File: src/rtl/pll_seq_pkg.sv
package pll_seq_pkg;

    typedef enum logic [2:0] {
        S_OFF,
        S_BYP,
        S_LOCK,
        S_ON,
        S_V_CLR,
        S_V_CNT,
        S_V_SET
    } seq_state_e;

    localparam int unsigned IMG_W    = 22;
    localparam int unsigned CNT_W    = 6;
    localparam int unsigned LOCK_LSB = 8;
    localparam int unsigned BIAS_LSB = 14;
    localparam int unsigned VOTE_BIT = 20;
    localparam int unsigned VRST_BIT = 21;

    // control line indices inside the 3-bit control vector
    localparam int unsigned C_OUTEN  = 0;
    localparam int unsigned C_BYPASS = 1;
    localparam int unsigned C_RSTN   = 2;

    function automatic logic [IMG_W-1:0] pack_image(
        input logic [2:0]       ctrl,
        input logic [CNT_W-1:0] lock_cnt,
        input logic [CNT_W-1:0] bias_cnt,
        input logic             vote,
        input logic             vrst
    );
        logic [IMG_W-1:0] w;
        w = '0;
        w[2:0] = ctrl;
        w[LOCK_LSB +: CNT_W] = lock_cnt;
        w[BIAS_LSB +: CNT_W] = bias_cnt;
        w[VOTE_BIT] = vote;
        w[VRST_BIT] = vrst;
        return w;
    endfunction

endpackage

File: src/rtl/pll_seq_req.sv
module pll_seq_req (
    input  logic clk,
    input  logic rst,
    input  logic en_req,
    input  logic dis_req,
    input  logic vote_req,
    input  logic vote_active,
    input  logic take_en,
    input  logic take_dis,
    input  logic take_vote,
    output logic en_pend,
    output logic dis_pend,
    output logic vote_pend
);

    // Held request flags; the newest direct request replaces the other.
    always_ff @(posedge clk) begin
        if (rst) begin
            en_pend   <= 1'b0;
            dis_pend  <= 1'b0;
            vote_pend <= 1'b0;
        end else if (vote_active) begin
            en_pend   <= 1'b0;
            dis_pend  <= 1'b0;
            vote_pend <= 1'b0;
        end else begin
            if (dis_req) begin
                dis_pend <= 1'b1;
                en_pend  <= 1'b0;
            end else if (en_req) begin
                en_pend  <= 1'b1;
                dis_pend <= 1'b0;
            end else begin
                if (take_en)  en_pend  <= 1'b0;
                if (take_dis) dis_pend <= 1'b0;
            end
            if (vote_req)       vote_pend <= 1'b1;
            else if (take_vote) vote_pend <= 1'b0;
        end
    end

endmodule

File: src/rtl/pll_seq_timer.sv
module pll_seq_timer #(
    parameter int unsigned TW = 8
) (
    input  logic          clk,
    input  logic          rst,
    input  logic          load,
    input  logic [TW-1:0] load_val,
    output logic          expired
);

    logic [TW-1:0] cnt;

    always_ff @(posedge clk) begin
        if (rst)             cnt <= '0;
        else if (load)       cnt <= load_val;
        else if (cnt != '0)  cnt <= cnt - 1'b1;
    end

    assign expired = (cnt == '0);

endmodule

File: src/rtl/pll_seq_fsm.sv
module pll_seq_fsm
    import pll_seq_pkg::*;
#(
    parameter int unsigned BYP_CYC   = 1000,
    parameter int unsigned LOCK_CYC  = 5000,
    parameter int unsigned TW        = 13,
    parameter logic [5:0]  LOCK_INIT = 6'd16,
    parameter logic [5:0]  BIAS_INIT = 6'd0
) (
    input  logic              clk,
    input  logic              rst,
    input  logic              en_pend,
    input  logic              dis_pend,
    input  logic              vote_pend,
    input  logic              tmr_expired,
    output logic              take_en,
    output logic              take_dis,
    output logic              take_vote,
    output logic              tmr_load,
    output logic [TW-1:0]     tmr_val,
    output logic [2:0]        ctrl,
    output logic              done,
    output logic [CNT_W-1:0]  lock_cnt,
    output logic [CNT_W-1:0]  bias_cnt,
    output logic              vote_on,
    output logic              vrst
);

    localparam logic [TW-1:0] BYP_LOAD  = TW'(BYP_CYC - 1);
    localparam logic [TW-1:0] LOCK_LOAD = TW'(LOCK_CYC - 1);

    seq_state_e state, nxt;

    // next-state and request acceptance
    always_comb begin
        nxt       = state;
        take_en   = 1'b0;
        take_dis  = 1'b0;
        take_vote = 1'b0;
        unique case (state)
            S_OFF: begin
                if (vote_pend && !vote_on) begin
                    take_vote = 1'b1;
                    nxt       = S_V_CLR;
                end else if (dis_pend) begin
                    take_dis = 1'b1;
                end else if (en_pend) begin
                    take_en = 1'b1;
                    nxt     = S_BYP;
                end
            end
            S_ON: begin
                if (vote_pend && !vote_on) begin
                    take_vote = 1'b1;
                    nxt       = S_V_CLR;
                end else if (dis_pend) begin
                    take_dis = 1'b1;
                    nxt      = S_OFF;
                end else if (en_pend) begin
                    take_en = 1'b1;
                end
            end
            S_BYP:   if (tmr_expired) nxt = S_LOCK;
            S_LOCK:  if (tmr_expired) nxt = S_ON;
            S_V_CLR: nxt = S_V_CNT;
            S_V_CNT: nxt = S_V_SET;
            S_V_SET: nxt = done ? S_ON : S_OFF;
            default: nxt = S_OFF;
        endcase
    end

    always_comb begin
        tmr_load = 1'b0;
        tmr_val  = '0;
        if (nxt != state) begin
            if (nxt == S_BYP) begin
                tmr_load = 1'b1;
                tmr_val  = BYP_LOAD;
            end else if (nxt == S_LOCK) begin
                tmr_load = 1'b1;
                tmr_val  = LOCK_LOAD;
            end
        end
    end

    // state register
    always_ff @(posedge clk) begin
        if (rst) state <= S_OFF;
        else     state <= nxt;
    end

    // outputs: each state's action is applied on entry
    always_ff @(posedge clk) begin
        if (rst) begin
            ctrl     <= 3'b000;
            done     <= 1'b0;
            lock_cnt <= LOCK_INIT;
            bias_cnt <= BIAS_INIT;
            vote_on  <= 1'b0;
            vrst     <= 1'b1;
        end else if (nxt != state) begin
            unique case (nxt)
                S_BYP:   ctrl[C_BYPASS] <= 1'b1;
                S_LOCK:  ctrl[C_RSTN]   <= 1'b1;
                S_ON: begin
                    ctrl[C_OUTEN] <= 1'b1;
                    done          <= 1'b1;
                end
                S_OFF: begin
                    ctrl <= 3'b000;
                    done <= 1'b0;
                end
                S_V_CLR: vrst <= 1'b0;
                S_V_CNT: begin
                    bias_cnt <= CNT_W'(1);
                    lock_cnt <= '0;
                end
                S_V_SET: vote_on <= 1'b1;
                default: ;
            endcase
        end
    end

endmodule

File: src/rtl/pll_seq_ctrl.sv
module pll_seq_ctrl
    import pll_seq_pkg::*;
#(
    parameter int unsigned CYC_PER_US = 100,
    parameter int unsigned BYP_US     = 10,
    parameter int unsigned LOCK_US    = 50,
    parameter logic [5:0]  LOCK_INIT  = 6'd16,
    parameter logic [5:0]  BIAS_INIT  = 6'd0
) (
    input  logic        clk,
    input  logic        rst,
    input  logic        en_req,
    input  logic        dis_req,
    input  logic        vote_req,
    output logic        pll_outen,
    output logic        pll_bypass_rel,
    output logic        pll_reset_n,
    output logic [21:0] mode_word,
    output logic        done
);

    localparam int unsigned BYP_CYC  = CYC_PER_US * BYP_US;
    localparam int unsigned LOCK_CYC = CYC_PER_US * LOCK_US;
    localparam int unsigned MAX_CYC  = (BYP_CYC > LOCK_CYC) ? BYP_CYC : LOCK_CYC;
    localparam int unsigned TW       = $clog2(MAX_CYC + 1);

    logic             en_pend, dis_pend, vote_pend;
    logic             take_en, take_dis, take_vote;
    logic             tmr_load, tmr_expired;
    logic [TW-1:0]    tmr_val;
    logic [2:0]       ctrl;
    logic [CNT_W-1:0] lock_cnt, bias_cnt;
    logic             vote_on, vrst;

    pll_seq_req u_req (
        .clk        (clk),
        .rst        (rst),
        .en_req     (en_req),
        .dis_req    (dis_req),
        .vote_req   (vote_req),
        .vote_active(vote_on),
        .take_en    (take_en),
        .take_dis   (take_dis),
        .take_vote  (take_vote),
        .en_pend    (en_pend),
        .dis_pend   (dis_pend),
        .vote_pend  (vote_pend)
    );

    pll_seq_timer #(.TW(TW)) u_tmr (
        .clk     (clk),
        .rst     (rst),
        .load    (tmr_load),
        .load_val(tmr_val),
        .expired (tmr_expired)
    );

    pll_seq_fsm #(
        .BYP_CYC  (BYP_CYC),
        .LOCK_CYC (LOCK_CYC),
        .TW       (TW),
        .LOCK_INIT(LOCK_INIT),
        .BIAS_INIT(BIAS_INIT)
    ) u_fsm (
        .clk        (clk),
        .rst        (rst),
        .en_pend    (en_pend),
        .dis_pend   (dis_pend),
        .vote_pend  (vote_pend),
        .tmr_expired(tmr_expired),
        .take_en    (take_en),
        .take_dis   (take_dis),
        .take_vote  (take_vote),
        .tmr_load   (tmr_load),
        .tmr_val    (tmr_val),
        .ctrl       (ctrl),
        .done       (done),
        .lock_cnt   (lock_cnt),
        .bias_cnt   (bias_cnt),
        .vote_on    (vote_on),
        .vrst       (vrst)
    );

    assign pll_outen      = ctrl[C_OUTEN];
    assign pll_bypass_rel = ctrl[C_BYPASS];
    assign pll_reset_n    = ctrl[C_RSTN];
    assign mode_word      = pack_image(ctrl, lock_cnt, bias_cnt, vote_on, vrst);

endmodule

File: config.mk
export PLATFORM = sky130hd
export DESIGN_NAME = pll_seq_ctrl
export DESIGN_NICKNAME = d
export VERILOG_FILES = /design/src/rtl/pll_seq_pkg.sv /design/src/rtl/pll_seq_req.sv /design/src/rtl/pll_seq_timer.sv /design/src/rtl/pll_seq_fsm.sv /design/src/rtl/pll_seq_ctrl.sv
export SDC_FILE = /design/constraint.sdc
export NUM_CORES = 1
export LEC_CHECK = 0
export ABC_AREA = 1
export BUFFER_PORTS_ARGS = -buffer_cell sky130_fd_sc_hd__buf_2
export CAP_MARGIN = 20
export CORE_ASPECT_RATIO = 0.9
export CORE_MARGIN = 2
export CORE_UTILIZATION = 35
export CTS_CLUSTER_SIZE = 28
export DETAILED_ROUTE_END_ITERATION = 7
export MAX_ROUTING_LAYER = met4
export PLACE_DENSITY = 0.52
export SLEW_MARGIN = 5
export SYNTH_ARGS = -nofsm -noshare
export SYNTH_HDL_FRONTEND = slang
export SYNTH_SLANG_ARGS = --single-unit
File: constraint.sdc
create_clock -name clk -period 2.1 [get_ports clk]
set_input_delay 0.315 -clock clk [delete_from_list [all_inputs] [get_ports clk]]
set_output_delay 0.315 -clock clk [all_outputs]
set_load 0.02 [all_outputs]
### After elaboration in Yosys (flattened, before gate mapping)

Cells that the tools add are included.

| storage, ports and cells | value |
|---|---|
| flip-flop bits (word level) | 26 |
| input bits | 5 |
| output and inout port bits | 26 |

| cells by class | value |
|---|---|
| $add $sub $neg | 1 |
| multiplexer cells | 36 |
| equality and inequality tests | 13 |
| reductions and logical operators | 22 |

Operators with widths:

| cell | number |
|---|---|
| $mux 13 | 5 |
| $mux 3 | 7 |
| $pmux 3 s7 | 1 |
| $mux 1 | 19 |
| $eq 3x3->1 const B | 6 |
| $logic_not 13->1 | 1 |
| $reduce_bool 13->1 | 1 |
| $sub 13x1->13 const B | 1 |
| $eq 3x2->1 const B | 4 |
| $reduce_and 2->1 | 6 |
| $reduce_bool 2->1 | 6 |
| $eq 3x1->1 const B | 2 |
| $logic_not 3->1 | 2 |
| $pmux 1 s2 | 3 |
| $reduce_or 2->1 | 2 |
| $ne 3x3->1 | 1 |
| $reduce_bool 3->1 | 1 |
| $reduce_or 3->1 | 1 |
| $mux 2 | 1 |
| $logic_and 1x1->1 | 1 |
| $logic_not 1->1 | 1 |

### Depth between registers and ports, before layout

Gate-level depths: netlist of run 1.

| logic depth | value |
|---|---|
| depth in word-level cells | 9 |
| depth in mapped cells | 14 |
| mapped depth without buffers | 14 |

### Cells and area by module

Synthesis of run 1 repeated with hierarchy kept, for this count alone.

| unflattened totals | value |
|---|---|
| cells, all modules | 297 |
| area, all modules | 1,984.4 um^2 |

By module, submodules not included:

| module | area each (um^2) | instances | sequential area each (um^2) | cells an instance |
|---|---|---|---|---|
| pll_seq_timer | 942.2 | 1 | 260.2 | 139 |
| pll_seq_fsm | 839.6 | 1 | 200.2 | 130 |
| pll_seq_req | 123.9 | 1 | 60.1 | 17 |
| pll_seq_ctrl | 78.8 | 1 | 0.0 | 11 |

### Worst setup path after synthesis of run 1

No wires, ideal clock.

| timing | value |
|---|---|
| path kind | reg-to-reg |
| start | reg u_tmr.cnt[0] |
| end | reg u_tmr.cnt[1] |
| setup slack | 0.394 ns |
| cell stages (with the launch flop) | 13 |
| data required time | 1.985 ns |
| library setup time | 0.115 ns |
| clock period less this slack | 1.706 ns |
| arrival time | 1.590 ns |
| path through | dfxtp_1 > inv_1 > ha_1 > nand2_2 > nor2_4 > nand2_4 > inv_4 > o21ai_4 > inv_2 > nor2_4 > o21ai_0 > o21ai_0 > inv_1 |

| on the way | value |
|---|---|
| longest elaborated chain between the ends | 8 |

Ends and longest elaborated chain:

| element | RTL line | text |
|---|---|---|
| start: declaration | pll_seq_timer.sv:11 | `logic [TW-1:0] cnt;` |
| start signal: assignment | pll_seq_timer.sv:15 | `else if (load) cnt <= load_val;` |
| start signal: assignment | pll_seq_timer.sv:16 | `else if (cnt != '0) cnt <= cnt - 1'b1;` |
| $logic_not 13->1 | pll_seq_timer.sv:19 | `assign expired = (cnt == '0);` |
| $mux 3, on equally long branches | pll_seq_fsm.sv:64, pll_seq_fsm.sv:63 |  |
| $pmux 3 s7 | pll_seq_fsm.sv:40 | `unique case (state)` |
| $eq 3x2->1 | pll_seq_fsm.sv:79 | `end else if (nxt == S_LOCK) begin` |
| $mux 13 / $mux 1 (equally long branches) | pll_seq_fsm.sv:79 |  |
| $mux 13 / $mux 1 (equally long branches) | pll_seq_fsm.sv:76 | `if (nxt == S_BYP) begin` |
| $mux 13 / $mux 1 (equally long branches) | pll_seq_fsm.sv:75 | `if (nxt != state) begin` |
| $mux 13 / $reduce_bool 2->1 (equally long branches) | - |  |

Parallel ways exist; a longest one is shown, timed or not. The select of a mux whose other input is x is not followed.
A chain may end at the register's enable or synchronous reset.

### Final worst setup path of run 1

Same ends and word-level chain as after synthesis.

==> impl_metrics.toml, run 1 <==
[run_status]
status = "complete, no violations"

[yosys]
yosysWarningCount = 0
syn_area_per_cell_um2 = 6.95
async_reset_ff_frac = 0
synthTopCellsByArea = "dfxtp_1 (35%), buf_4 (10%), nand2_1 (10%), inv_1 (6.5%), nor2_1 (6.2%)"
synth-seq-area-share = 0.345
synth_compound_area_frac = 0.131
syn_inst = 217
yosys.area.top_type = "dfxtp_1"
synth_top_family_by_area = "simple AND/OR/NAND/NOR gates"
synth_top_cell_area_share = 0.345
synth_ff_type = "dfxtp_1"
synth_edf_count = 0
yosys.area_share.xor_xnor = 0.0349
synthAdderAreaFrac = 0.00830
synthMuxAreaShare = 0
yosys.area_share.simple = 0.289
synth_area_mm2 = 0.00151
ys_ff_latch = 26
yosysUniqueCellTypes = 31

[detailed_routing]
first_pass_iters = 4
dr_total_vias = 1255
drc = 0
routed_wl_mm = 2.89
wl_per_cell_um = 10.5
first_iter_violations = 48
vias_per_cell = 4.56
final_antenna_net_count = 0

[grt]
overflow = 0
grt_pass1_wl_mm = 4.82
grt_pass1_vias = 1063
antenna_found_initial = 0
grt_usage = 0.133
grt_start_max_net_pins = 18

[clock_tree]
post_cts_resized = 0
cts_root_buf = "clkbuf_8"
postCtsHoldBufs = 0
path_clk_slew_ns = 0.09
cts_inserted_buffers = 3
cts_tree = "done"
postCtsSetupBuffers = 0
cts_max_level = 1
clk_latency_ns = 0.27
clock_path_buffers = 2
numClockSinks = 26

[floorplan]
die_w_um = 73.2
rows = 22
fp.coreArea_mm2 = 0.00410
num_io_pins = 31
die_h_um = 66.3
initial_core_util = 0.368
die_area_mm2 = 0.00485

[placed_design]
numPortBuffers = 15
dp.cells = 271
gp_congestion = 0.824
place_worst_setup_slack_ns = 0.185
hpwl_mm = 2.27

[timing]
clock_skew_ns = 0.00577
hold_slack_ns = 0.219
fmax_ghz = 0.513
finalHoldViolations = 0
finalSetupViolations = 0
slew_viol_final = 0
min_period_ns = 1.95
timing.final.ws_setup_ns = 0.149
rsz0062_at_grt = "no"
tns_ns = 0
fin_crit_sh = 0.929

[power_and_ir_drop]
combinationalPowerShare = 0.528
switching_share = 0.462
p_per_area_mw_per_mm2 = 1410
p_int_w = 0.00121
clkPwrFrac = 0.144
ir_drop_v = 0.000602
switching_power_w = 0.00103
p_leak_nw = 0.792
finalPower_w = 0.00224
power_frac_seq = 0.328

[worst_setup_path]
r2r-start = "u_tmr.cnt[0]$_SDFFE_PP0P_"
end_kind = "flip-flop"
path_class = "flip-flop to flip-flop"
cp-endpoint = "u_tmr.cnt[1]$_SDFFE_PP0P_"
cp.arrival_ns = 2.12
ff2ff_setup_slack_ns = 0.15
r2r_cells = 12
start_kind = "flip-flop"
startpoint = "u_tmr.cnt[0]$_SDFFE_PP0P_"
cp_data_required_time_ns = 2.27
r2r-end = "u_tmr.cnt[1]$_SDFFE_PP0P_"
crit_path_max_fanout = 8

[layout]
syn2layout_area_growth_pct = 5.15
insertedDiodeCount = 0
final_cells = 275
drive_above_1_share = 0.167
fin_nets = 234
fillCellCount = 438

[hold_path]
hold_path_class = "primary input to flip-flop"
worstHoldStart = "dis_req"

[flow_run]
max-cap-violations = 0
registers in the layout, indices dropped and copies added (netlist names):
signal           count
u_fsm.vrst           1
u_fsm.ctrl           2
u_fsm.bias_cnt       1
u_fsm.done           1
u_fsm.state          3
u_req.vote_pend      1
u_fsm.lock_cnt       1
u_tmr.cnt           13
u_fsm.vote_on        1
u_req.dis_pend       1
u_req.en_pend        1
placed cells by master, fill, tap and decap left out:
master,netlist,routed
or2_2,1,1
nor4_1,1,1
o21bai_1,1,1
o21ai_1,1,1
o21ai_4,1,1
xor2_1,3,3
buf_2,0,15
inv_4,1,1
dfxtp_1,26,26
a211oi_1,4,4
o21ai_0,8,8
inv_2,3,3
nor2_4,3,3
ha_1,1,1
a21oi_1,15,15
nor2_2,2,2
nand2_1,42,42
o211a_1,1,1
clkbuf_8,0,4
xnor2_1,3,3
nor2_1,25,25
nand2_4,1,1
o211ai_1,1,1
nand4_1,1,1
nand3_1,7,7
clkinv_2,1,1
nand2_2,6,6
nor3_1,7,7
a31oi_1,1,1
conb_1,1,15
inv_1,26,26
critical path, cell delays in order, from the launching register on:
cell and delay [ns]:
dfxtp_1 0.37, inv_1 0.12, ha_1 0.25, nand2_2 0.13
nor2_4 0.07, nand2_4 0.10, inv_4 0.06, o21ai_4 0.17
inv_2 0.07, nor2_4 0.20, o21ai_0 0.12, o21ai_0 0.15
inv_1 0.05
per-layer routing:
| metal | part of all wire | track usage |
|---|---|---|
| met1 | 0.54 | 0.174 |
| met2 | 0.40 | 0.200 |
| met3 | 0.045 | 0.0320 |
| met4 | 0.014 | 0.0486 |
| met5 | 0 | - |
through the flow:
step	instance area, um^2	util
final	1590	0.387
after floorplan	1560	-
after detailed placement	1530	0.373
after CTS	1590	0.387
after global placement	1530	0.373
after global routing	1590	0.387
cells by family after synthesis:
logic type,count (synthesis)
buffers and inverters,54
AOI/OAI and AO/OA,33
adders and majority gates,1
and+or+nand+nor,96
DFF,26
other,1
xor gates and xnor gates,6
power groups by stage:
stage / clock network, W / logic, W / registers (W)
floorplan: 0 / 0.00100 / 0.000745
global placement: 0 / 0.00121 / 0.000748
detailed placement: 0 / 0.00119 / 0.000744
CTS: 0.000340 / 0.00119 / 0.000733
global route: 0.000361 / 0.00135 / 0.000754
finish: 0.000323 / 0.00118 / 0.000735
how the worst min path moves through the flow:
stage,slack [ns],depth (start not counted),endpoint
floorplan,0.39,1,u_req.en_pend$_SDFFE_PP0P_
detailed placement,0.43,2,u_fsm.vrst$_SDFFE_PP1P_
global placement,0.43,2,u_fsm.vrst$_SDFFE_PP1P_
finish,0.22,2,u_req.en_pend$_SDFFE_PP0P_
global route,0.21,2,u_req.en_pend$_SDFFE_PP0P_
CTS,0.21,2,u_req.en_pend$_SDFFE_PP0P_
area by class of cell:
| type | instances | area (um^2) | area share |
|---|---|---|---|
| Tap cell | 48 | 60.1 | 0.0379 |
| Sequential cell | 26 | 520 | 0.328 |
| Clock buffer | 4 | 55.1 | 0.0347 |
| Timing Repair Buffer | 15 | 75.1 | 0.0474 |
| Multi-Input combinational cell | 151 | 754 | 0.476 |
| Inverter | 31 | 120 | 0.0758 |
synthesized netlist by cell type, types with 2 or more instances:
cell type and instances:
dfxtp_1 26, a21oi_1 15, o21ai_0 8, buf_4 21, nand2_1 42, nor2_4 3
nor3_1 7, xnor2_1 3, nand2_2 6, nand3_1 7, inv_2 3, nor2_2 2
a211oi_1 4, inv_1 26, xor2_1 3, nor2_1 25, clkbuf_1 2
(Power assumes the default switching activity.)
==> run 2, diff against run 1 <==
--- a/config.mk
+++ b/config.mk
@@ -5,7 +5,6 @@
 export SDC_FILE = /design/constraint.sdc
 export NUM_CORES = 1
 export LEC_CHECK = 0
-export ABC_AREA = 1
 export BUFFER_PORTS_ARGS = -buffer_cell sky130_fd_sc_hd__buf_2
 export CAP_MARGIN = 20
 export CORE_ASPECT_RATIO = 0.9
==> run 2 against run 1 <==
Effect of this change: the run now ends with negative setup slack left; synthesized area rose by 2.0%; maximum frequency fell by 8.0%; wire length rose by 15%; via count rose by 2.6%; sequential share of layout area fell by 4.6 points; critical path type unchanged; largest cell class unchanged; largest power group unchanged.
==> impl_metrics.toml, run 2 <==
[run_status]
status = "finished, violations left"
violations = "negative setup slack"

[timing]
finalSetupViolations = 3
fin_crit_sh = 1.01
tns_ns = -0.0458
rsz0062_at_grt = "yes"
min_period_ns = 2.12
slew_headroom = 0.645
fmax_ghz = 0.472
tightest_slew_ns = 0.532
slew_viol_final = 0
finalHoldViolations = 0
clock_skew_ns = 0.0127
timing.final.ws_setup_ns = -0.0203
hold_slack_ns = 0.235

[clock_tree]
numClockSinks = 26
clock_path_buffers = 2
clk_latency_ns = 0.27
cts_max_level = 1
cts_tree = "done"
cts_root_buf = "clkbuf_8"
path_clk_slew_ns = 0.10
postCtsHoldBufs = 0
cts_inserted_buffers = 3

[power_and_ir_drop]
switching_power_w = 0.00106
switching_share = 0.395
power_frac_seq = 0.276
p_int_w = 0.00163
p_per_area_mw_per_mm2 = 1460
ir_drop_v = 0.000534
combinationalPowerShare = 0.602
p_leak_nw = 0.773
clkPwrFrac = 0.122

[yosys]
yosys.area.top_type = "dfxtp_1"
yosysUniqueCellTypes = 48
yosysMostFrequentCell = "dfxtp_1"
ys_top_cells_by_count = "dfxtp_1 (26), buf_4 (22), nor2_1 (15)"
synth_area_mm2 = 0.00154
syn_area_per_cell_um2 = 8.45
synthTopCellsByArea = "dfxtp_1 (34%), buf_4 (11%), nor3_1 (3.9%), nor2_1 (3.7%), a21oi_1 (3.6%)"
synth_top_cell_area_share = 0.338
synth-seq-area-share = 0.338
async_reset_ff_frac = 0
yosysWarningCount = 0
synth_edf_count = 0
syn_inst = 182
ys_ff_latch = 26
synth_ff_type = "dfxtp_1"

[detailed_routing]
first_pass_iters = 4
drc = 0
routed_wl_mm = 3.31
dr_total_vias = 1288
final_antenna_net_count = 0
vias_per_cell = 4.77
wl_per_cell_um = 12.3
first_iter_violations = 45

[grt]
grt_usage = 0.143
antenna_found_initial = 0
grt_pass1_vias = 1168
grt_start_max_net_pins = 28
grt_pass1_wl_mm = 5.42
overflow = 0

[flow_run]
max-cap-violations = 0

[floorplan]
die_h_um = 66.9
fp.coreArea_mm2 = 0.00416
rows = 22
num_io_pins = 31
die_w_um = 73.9
die_area_mm2 = 0.00494
initial_core_util = 0.370

[worst_setup_path]
crit_path_max_fanout = 4
r2r_cells = 8
path_class = "flip-flop to flip-flop"
cp_cell_sequence = "inv_2, ha_4, or3b_4, nor4_4, nor2_1, nor4b_2, buf_4, o22ai_1"
cp.arrival_ns = 2.27
crit_slowest_cell = "or3b_4"
cp_data_required_time_ns = 2.25
worst_path_dominant_cell_family = "simple AND/OR/NAND/NOR gates"
start_kind = "flip-flop"
critPathBufInv = 2
cp.depth = 8
critPathMaxStageDelay_ns = 0.40
end_kind = "flip-flop"

[placed_design]
hpwl_mm = 2.42
dp.cells = 261
gp_congestion = 0.829
numPortBuffers = 15

[layout]
syn2layout_area_growth_pct = 20.3
regMostFlops = "u_tmr.cnt"
top_regs = "u_tmr.cnt x13, u_fsm.state x3, u_fsm.ctrl x2"
final_cells = 270
ff_latch_area_um2 = 523
insertedDiodeCount = 0
fin_nets = 217
mostFrequentLayoutCells = "buf_4 (24), dfxtp_1 (24), conb_1 (15), buf_2 (15), nor2_1 (14)"
drive_above_1_share = 0.329
largest_reg_flops = 13
multiInputGateArea_um2 = 888
fillCellCount = 430

[hold_path]
hold_depth = 2
hold_path_class = "primary input to flip-flop"
[run 2: worst paths after layout]
path                                           startpoint                         end  slack [ns]
worst max-delay path            u_tmr.cnt[0]$_SDFFE_PP0P_  u_fsm.ctrl[1]$_SDFFE_PP0P_       -0.02
worst min-delay path                              dis_req  u_req.en_pend$_SDFFE_PP0P_        0.24
worst max register to register  u_tmr.cnt[0]$_SDFFE_PP0P_  u_fsm.ctrl[1]$_SDFFE_PP0P_       -0.02
worst min register to register    u_fsm.vrst$_SDFFE_PP1P_     u_fsm.vrst$_SDFFE_PP1P_        0.45
[run 2: power by group through the flow]
stage / sequential, W / clock (W) / combinational (W)
3_5_place_dp: 0.000750 / 0 / 0.00145
3_3_place_gp: 0.000743 / 0 / 0.00143
2_1_floorplan: 0.000760 / 0 / 0.00107
5_1_grt: 0.000761 / 0.000359 / 0.00178
4_1_cts: 0.000744 / 0.000342 / 0.00159
6_report: 0.000744 / 0.000328 / 0.00162
[run 2: final cells by class]
| type | instances | share of cell area |
|---|---|---|
| Clock buffer | 4 | 0.0298 |
| Multi-Input combinational cell | 131 | 0.480 |
| Timing Repair Buffer | 41 | 0.150 |
| Inverter | 8 | 0.0162 |
| Sequential cell | 26 | 0.283 |
| Tap cell | 60 | 0.0406 |
[run 2: logic make-up (layout without fill, tap and decap cells)]
family,count (synthesis),after routing,synth area share
AOI/OAI and AO/OA,41,41,0.188
buffers and inverters,39,53,0.164
and+or+nand+nor,65,65,0.246
other,1,15,0.00244
adders and majority gates,1,1,0.00814
muxes,2,2,0.0138
xor gates and xnor gates,7,7,0.0399
DFF,26,26,0.338
[run 2: worst register-to-register path, cell delays in order (launching register included)]
cell,delay (ns)
dfxtp_2,0.34
inv_2,0.07
ha_4,0.14
or3b_4,0.41
nor4_4,0.32
nor2_1,0.12
nor4b_2,0.35
buf_4,0.18
o22ai_1,0.06
[run 2: what timing repair did]
item                                    CTS  global route
setup buffers                             4             1
pin swaps                                 6             6
endpoints found under the setup margin   11            13
resized for setup                        10             1
[run 2: stage by stage]
stage / total power [W] / cell area, um^2 / util / worst slack, ns
finish: 0.00269 / 1850 / 0.445 / -0.0203
global route: 0.00290 / 1850 / 0.445 / -0.142
CTS: 0.00268 / 1840 / 0.442 / -0.0993
detailed placement: 0.00220 / 1700 / 0.408 / -0.182
global placement: 0.00218 / 1700 / 0.408 / -0.0226
floorplan: 0.00184 / 1630 / - / -0.0551
[run 2: metal layers]
layer  GRT usage  part of all wire
met1       0.193              0.51
met4      0.0273            0.0063
met2       0.222              0.46
met3      0.0318             0.023
met5           -                 0
==> run 3, diff against run 2 <==
--- a/config.mk
+++ b/config.mk
@@ -13,7 +13,6 @@
 export CTS_CLUSTER_SIZE = 28
 export DETAILED_ROUTE_END_ITERATION = 7
 export MAX_ROUTING_LAYER = met4
-export PLACE_DENSITY = 0.52
 export SLEW_MARGIN = 5
 export SYNTH_ARGS = -nofsm -noshare
 export SYNTH_HDL_FRONTEND = slang
==> run 3 against run 2 <==
Effect of this change: the flow still finishes with violations (negative setup slack); maximum frequency is 1.5% lower; clock power hardly changed; global-route usage is 0.96 points higher; non-clock buffer count is 1 lower; via count is 4.0% higher; hold slack worse by 0.017 ns; clock-buffer cell count stayed put; largest cell class unchanged.
==> impl_metrics.toml, run 3 (synthesized netlist as in run 2, its figures left out) <==
[run_status]
status = "finished, violations left"
violations = "negative setup slack"

[power_and_ir_drop]
switching_share = 0.398
p_per_area_mw_per_mm2 = 1500
clkPwrFrac = 0.117
combinationalPowerShare = 0.614
p_int_w = 0.00170
p_leak_nw = 0.769
power_frac_seq = 0.269
ir_drop_v = 0.000575
switching_power_w = 0.00112

[floorplan]
die_h_um = 66.9
die_w_um = 73.9
rows = 22
die_area_mm2 = 0.00494
num_io_pins = 31
fp.coreArea_mm2 = 0.00416
initial_core_util = 0.370

[grt]
grt_pass1_wl_mm = 5.71
overflow = 0
grt_usage = 0.153
grt_start_max_net_pins = 28
grt_pass1_vias = 1214
antenna_found_initial = 0

[timing]
slew_headroom = 0.626
finalSetupViolations = 6
timing.final.ws_setup_ns = -0.0521
finalHoldViolations = 0
slew_viol_final = 0
fmax_ghz = 0.465
rsz0062_at_grt = "yes"
hold_slack_ns = 0.218
tightest_slew_ns = 0.558
clock_skew_ns = 0.00469
min_period_ns = 2.15
fin_crit_sh = 1.02

[worst_setup_path]
r2r_cells = 6
cp_data_required_time_ns = 2.30
r2r-end = "u_tmr.cnt[12]$_SDFFE_PP0P_"
cp_cell_sequence = "or4_4, nor4_4, o2111a_2, o2111ai_4, buf_6, a21oi_1"
critPathBufInv = 1
crit_path_max_fanout = 4
crit_slowest_cell = "or4_4"
ff2ff_setup_slack_ns = -0.05
path_class = "flip-flop to flip-flop"
startpoint = "u_tmr.cnt[4]$_SDFFE_PP0P_"
cp.arrival_ns = 2.35
start_kind = "flip-flop"
end_kind = "flip-flop"
critPathMaxStageDelay_ns = 0.56
worst_path_dominant_cell_family = "simple AND/OR/NAND/NOR gates"
r2r-start = "u_tmr.cnt[4]$_SDFFE_PP0P_"

[layout]
largest_reg_flops = 13
fin_nets = 216
layout_commonest_cell = "dfxtp_1"
final_core_util = 0.453
top_regs = "u_tmr.cnt x13, u_fsm.state x3, u_fsm.ctrl x2"
regMostFlops = "u_tmr.cnt"
mostFrequentLayoutCells = "dfxtp_1 (22), buf_4 (21), conb_1 (15), buf_2 (15), nor2_1 (13)"
drive_above_1_share = 0.349
syn2layout_area_growth_pct = 22.5
insertedDiodeCount = 0

[detailed_routing]
dr_total_vias = 1339
drc = 0
vias_per_cell = 4.98
final_antenna_net_count = 0
routed_wl_mm = 3.61
wl_per_cell_um = 13.4
first_iter_violations = 50
first_pass_iters = 4

[hold_path]
worstHoldStart = "dis_req"
hold_path_class = "primary input to flip-flop"
hold_depth = 2
hold_end = "u_req.en_pend$_SDFFE_PP0P_"

[clock_tree]
numClockSinks = 26
cts_root_buf = "clkbuf_8"
clk_latency_ns = 0.28
cts_tree = "done"
path_clk_slew_ns = 0.09
cts_max_level = 1
postCtsHoldBufs = 0
clock_path_buffers = 2
cts_inserted_buffers = 3

[placed_design]
hpwl_mm = 2.24
gp_congestion = 0.954
numPortBuffers = 15

[flow_run]
max-cap-violations = 0
==> run 3: metal layers <==
layer	share of wire	track usage	routed length, um	vias to the layer above
met2	0.48	0.231	1730	38
met1	0.46	0.210	1670	629
met4	0.015	0.0500	53	0
met3	0.043	0.0212	156	5
met5	0	-	0	-
li1	-	-	-	667
==> run 3: power by group through the flow <==
stage               clock [W]  sequential [W]  combinational, W
floorplan                   0        0.000760           0.00107
global placement            0        0.000755           0.00134
detailed placement          0        0.000753           0.00133
CTS                  0.000338        0.000744           0.00157
global route         0.000360        0.000772           0.00187
finish               0.000330        0.000759           0.00173
==> run 3: area by class of cell <==
cell class / count / area [um^2]
Fill cell: 411 / 2270
Multi-Input combinational cell: 131 / 920
Sequential cell: 26 / 526
Timing Repair Buffer: 40 / 278
Tap cell: 60 / 75.1
Clock buffer: 4 / 55.1
Inverter: 8 / 30.0
==> run 3: per-stage QoR <==
step	power (W)	worst slack, ns	instance area (um^2)	std cells	TNS, ns
2_1_floorplan	0.00184	-0.0551	1630	196	-0.0709
3_3_place_gp	0.00209	-0.0351	1650	255	-0.123
3_5_place_dp	0.00208	-0.0572	1650	255	-0.296
4_1_cts	0.00265	-0.00881	1810	267	-0.0175
5_1_grt	0.00300	-0.119	1880	269	-1.01
6_report	0.00282	-0.0521	1880	269	-0.133
==> run 3: worst max-delay path by stage <==
stage | cells after the start | endpoint | slack [ns]
3_5_place_dp | 5 | u_fsm.ctrl[1]$_SDFFE_PP0P_ | -0.06
6_report | 6 | u_tmr.cnt[12]$_SDFFE_PP0P_ | -0.05
3_3_place_gp | 6 | u_tmr.cnt[9]$_SDFFE_PP0P_ | -0.04
5_1_grt | 6 | u_tmr.cnt[12]$_SDFFE_PP0P_ | -0.12
4_1_cts | 9 | u_tmr.cnt[2]$_SDFFE_PP0P_ | -0.009
2_1_floorplan | 9 | u_fsm.done$_SDFFE_PP0P_ | -0.06
==> run 3: what timing repair did <==
action | 4_1_cts | 5_1_grt
resized for setup | 9 | 11
setup buffers | 8 | 2
pin swaps | 5 | 8
setup endpoints to repair | 10 | 12
